==> src/rtl/prescale_duty_clk.sv <==
module prescale_duty_clk #(
  parameter int HI_W = 5,
  parameter int LO_W = 3
) (
  input  logic            clk,
  input  logic            rst,
  input  logic [HI_W-1:0] hi_len,
  input  logic [LO_W-1:0] lo_len,
  output logic            clk_lvl,
  output logic            rise_en
);

  localparam int CNT_W = (HI_W > LO_W) ? HI_W : LO_W;

  logic [CNT_W-1:0] cnt;
  logic             phase;
  logic             at_zero;

  assign at_zero = (cnt == '0);
  assign clk_lvl = phase;

  always_ff @(posedge clk) begin
    if (rst) begin
      phase   <= 1'b0;
      cnt     <= CNT_W'(lo_len);
      rise_en <= 1'b0;
    end else if (at_zero) begin
      phase   <= ~phase;
      cnt     <= phase ? CNT_W'(lo_len) : CNT_W'(hi_len);
      rise_en <= ~phase;
    end else begin
      cnt     <= cnt - 1'b1;
      rise_en <= 1'b0;
    end
  end

endmodule

==> config.mk <==
export PLATFORM = sky130hd
export DESIGN_NAME = prescale_duty_clk
export DESIGN_NICKNAME = d
export VERILOG_FILES = /design/src/rtl/prescale_duty_clk.sv
export SDC_FILE = /design/constraint.sdc
export NUM_CORES = 1
export LEC_CHECK = 0
export CORE_AREA = 2 2 39 41
export DETAILED_ROUTE_END_ITERATION = 6
export DIE_AREA = 0 0 41 43
export HOLD_SLACK_MARGIN = 0.03
export MAX_ROUTING_LAYER = met4
export PLACE_DENSITY_LB_ADDON = 0.05
export SETUP_SLACK_MARGIN = 0.15
export SLEW_MARGIN = 20
export SYNTH_ARGS = -nofsm -noshare
export SYNTH_HDL_FRONTEND = slang
export SYNTH_SLANG_ARGS = --single-unit
==> constraint.sdc <==
create_clock -name clk -period 1.95 [get_ports clk]
set_input_delay 0.39 -clock clk [delete_from_list [all_inputs] [get_ports clk]]
set_output_delay 0.39 -clock clk [all_outputs]
set_load 0.02 [all_outputs]
=== After elaboration in Yosys (flattened, before gate mapping) ===
Index checks and enable logic that the tools add are counted.

* Add/subtract/negate cells: 1
* Bitwise gates (word level): 2
* Mux-type cells: 3
* Reduce and logical (&&, ||, !) cells: 2

{| class="wikitable"
|+ Operators with widths
! cell !! number
|-
| two-way mux 5 bit || 2
|-
| logical NOT 5 bit || 1
|-
| subtractor 5 x 1 -> 5 bit (second input constant) || 1
|-
| two-way mux 3 bit || 1
|-
| inverter 1 bit || 2
|-
| OR reduction 2 bit || 1
|}

* Output and inout port bits: 2
* Register bits: 7
* Word-level logic and storage cells: 12
* Input bits: 10

=== Longest topological paths before layout ===
* Depth after elaboration: 3
* Gate-level depth with buffers: 6
* Mapped depth without buffers: 5

=== Worst setup path before layout ===
No wires, ideal clock.

* Path type: register -> register
* From: register cnt[0]
* To: register cnt[1]
* Clock period less this slack: 1.705 ns
* Slack: 0.245 ns
* Stages on the path, launching flop included: 7
* Path buffers: 1
* Arrival time: 1.602 ns
* Setup time: 0.103 ns
* Data required time: 1.847 ns
* Cell sequence: dfxtp_1 inv_1 ha_1 or4b_4 buf_6 and3_4 a2111oi_2

* Longest elaborated chain between the ends: 3
* Elaborated cells on any way between the ends: 4
* Classes of those cells: add/sub (1); mux (2); reduce/logical (1)

{| class="wikitable"
|+ RTL lines
! item !! line !! text
|-
| from (decl) || 15 || <nowiki>logic [CNT_W-1:0] cnt;</nowiki>
|-
| from (signal assigned) || 25 || <nowiki>cnt <= CNT_W'(lo_len);</nowiki>
|-
| from (signal assigned) || 29 || <nowiki>cnt <= phase ? CNT_W'(lo_len) : CNT_W'(hi_len);</nowiki>
|-
| from (signal assigned) || 32 || <nowiki>cnt <= cnt - 1'b1;</nowiki>
|-
| subtractor 5 x 1 -> 5 bit or logical NOT 5 bit (tied branches) || 32, 19 ||
|-
| two-way mux 5 bit (*) || 27 || <nowiki>end else if (at_zero) begin</nowiki>
|-
| two-way mux 3 bit (*) || 23 || <nowiki>if (rst) begin</nowiki>
|}

Mark *: on every way between the ends. The rest lies on a longest branch, timed or not.
A chain may end at the register's enable or synchronous reset.

=== Final worst setup path ===
Same ends and word-level chain as after synthesis.

==> results.md <==
* Global placer's final weighted congestion at 0.826
* First-pass iteration count of the detailed router at 2
* Seq pwr share at 0.426
* PortBufs at 11
* Die width at 41 µm
* Final Skew at 0.00188 ns
* Met3 GRT Util at 0.0314
* Initial antenna violation count at 0
* Insertion delay to the later sink of the worst-skew pair at 0.24 ns
* Yosys synthesis warning count at 0
* # IOs at 12
* Grt met2 use at 0.181
* Gr busiest metal: met2
* Starting Density at 0.272
* # diodes at 0
* Switch share at 0.291
* Syn avg cell area at 9.19 µm²
* Vias in the first global route at 373
* M1 GR Usage at 0.159
* DP Area at 499 µm²
* Largest cells by area after synthesis: dfxtp_1 (37%), inv_1 (5.0%), a311oi_1 (4.7%), a21oi_1 (4.0%), a2111oi_2 (4.0%)
* Vias at 348
* Critical path fanouts, max at 4
* Dpl cells at 67
* Rel. slew slack at 0.749
* TritonCTS clock tree: done
* First-pass GRT wire length at 1.49 mm
* Multi-input logic area at 205 µm²
* Root Driver: clkbuf_4
* Pin count of the biggest net entering global routing at 9
* Routed vias/inst at 4.77
* CTS buffer count at 3
* Syn Inst Count at 41
* Seq/Total Area, Yosys at 0.372
* Die Footprint at 1760 µm²
* Final std cells w/o fill at 73
* Grt total ovfl at 0
* Switching power at 0.132 mW
* Most common cell in the netlist: dfxtp_1
* Syn_nets at 52
* CTS Hold Bufs at 0
* Worst path required time at 2.09 ns
* Register bit count reported by yosys at 7
* Routed WL per cell at 12.1 µm
* Final total power at 0.452 mW
* Status: completed
* Layout cell share with drive strength beyond 1 at 0.175
* Power share of the clock group at 0.284
* Critical path type: flop to flop
* P_int at 0.320 mW
* # H-tree levels at 1
* Worst Setup End Kind: flop
* Die Height at 43 µm
* Setup WS post-layout at 0.239 ns
* Fin. Hold Viols at 0
* Netlist cell types at 23
* Post-synth top flop: dfxtp_1
* Startpoint Class: flop
* Fin util at 0.394
* Layout Nets at 69
* Post-Layout Inst Area at 546 µm²
* Number of synthesized flops with an enable pin at 0
* Synth top cells by count: dfxtp_1 (7), inv_1 (5), a21oi_1 (3)
* Yosys top cell area share at 0.372
* Hpwl dp at 667 µm
* Maxcap violations at 0
* Drt drc at 0
* Lkg Pwr at 0.222 nW
* Combinational power share at 0.290
* 1st-iter DRT viols at 2
* Yosys top cell by area: dfxtp_1
* Fillers at 147
* Tmin final at 1.71 ns
* Asr flop ratio synth at 0
* Pwr dens at 829 nW/µm²
* HP Class: flop to flop
* Final max-slew violation count at 0
* Core area at 1380 µm²
* Tot GR Track Use at 0.126
* VDD IR max at 0.473 mV
* Post-route ant nets at 0
* RSZ-0062 raised after global routing: false
* CTS Buffer Depth at 2
* Tcrit/Tclk final at 0.877
* Syn-to-layout area delta at 44.9%
* FMAX at 584 MHz
* Routed wire length at 882 µm
* Row count at 14
* Clock transition at path regs at 0.05 ns
* Fin Setup TNS at 0 ns
* Clock sinks at 7
* CP arrival at 1.85 ns
* FF+latch area at 140 µm²
* Mapped Area at 377 µm²
* Worst-margin pin slew at 0.372 ns
* Fin Hold WS at 0.517 ns
* # setup viols final at 0
* Place WS at 0.188 ns
-- path summary, 6_finish.rpt --
path                                startpoint              to  slack, ns  cells past startpoint
worst min-delay path            cnt[0]$_DFF_P_  cnt[0]$_DFF_P_       0.52                      1
worst max register to register  cnt[0]$_DFF_P_  cnt[1]$_DFF_P_       0.24                      5
worst min register to register  cnt[0]$_DFF_P_  cnt[0]$_DFF_P_       0.52                      1
worst max-delay path            cnt[0]$_DFF_P_  cnt[1]$_DFF_P_       0.24                      5
-- routing by layer --
layer / share of wire / wire, µm / vias up
met5: 0 / 0 / -
met4: 0.010 / 9 / 0
met3: 0.036 / 32 / 2
met2: 0.49 / 433 / 7
met1: 0.46 / 406 / 155
li1: - / - / 184
-- sequential cells by signal, summed over array words and instances, names as in the netlist --
name	count
cnt	5
rise_en	1
clk_lvl	1
-- cell type report --
class                      instances  share of cell area
clock buffer                       4              0.0482
inverter                           5              0.0344
multi-input combinational         27               0.376
sequential                         7               0.257
tap                               16              0.0367
timing repair buffer              14               0.248
-- cells by family (layout without fill, tap and decap cells) --
family	Yosys count	after routing	synth area share
buf+inv	7	23	0.0897
compound gates	10	10	0.206
fa+ha+maj	1	1	0.0332
flops	7	7	0.372
mux	1	1	0.0266
simple gates	14	14	0.249
xor+xnor	1	1	0.0233
-- critical path, cell delays in order (launching register included) --
cell and delay, ns:
dfxtp_1 0.33, inv_1 0.07, ha_2 0.19, or4b_4 0.49
and3_4 0.20, a2111oi_2 0.32
-- power groups by stage --
| stage | Sequential [mW] | Clock [mW] | Combinational [mW] |
|---|---|---|---|
| 4_1_cts | 0.193 | 0.130 | 0.130 |
| 5_1_grt | 0.197 | 0.140 | 0.143 |
| 6_report | 0.193 | 0.128 | 0.131 |
| 3_3_place_gp | 0.193 | 0 | 0.121 |
| 3_5_place_dp | 0.196 | 0 | 0.121 |
| 2_1_floorplan | 0.192 | 0 | 0.0821 |
-- what timing repair did --
action                     CTS  global route
resized for setup            0             2
setup endpoints to repair    1             2
setup buffers                2             0
-- cells in the final DEF, fill, tap and decap left out --
| cell | n |
|---|---|
| a2111oi_2 | 1 |
| a21oi_1 | 3 |
| a2bb2oi_1 | 1 |
| a311oi_1 | 2 |
| and3_4 | 1 |
| buf_4 | 3 |
| clkbuf_1 | 1 |
| clkbuf_4 | 3 |
| clkdlybuf4s50_1 | 10 |
| dfxtp_1 | 7 |
| dlymetal6s2s_1 | 1 |
| ha_2 | 1 |
| inv_1 | 5 |
| mux2i_1 | 1 |
| nand2_1 | 2 |
| nor2_1 | 2 |
| nor3_1 | 2 |
| nor3b_1 | 2 |
| nor4_1 | 1 |
| nor4b_1 | 1 |
| o22ai_1 | 1 |
| o31ai_1 | 2 |
| or3_1 | 1 |
| or4_1 | 1 |
| or4b_4 | 1 |
| xor2_1 | 1 |
Power figures use the tool's default switching activity.
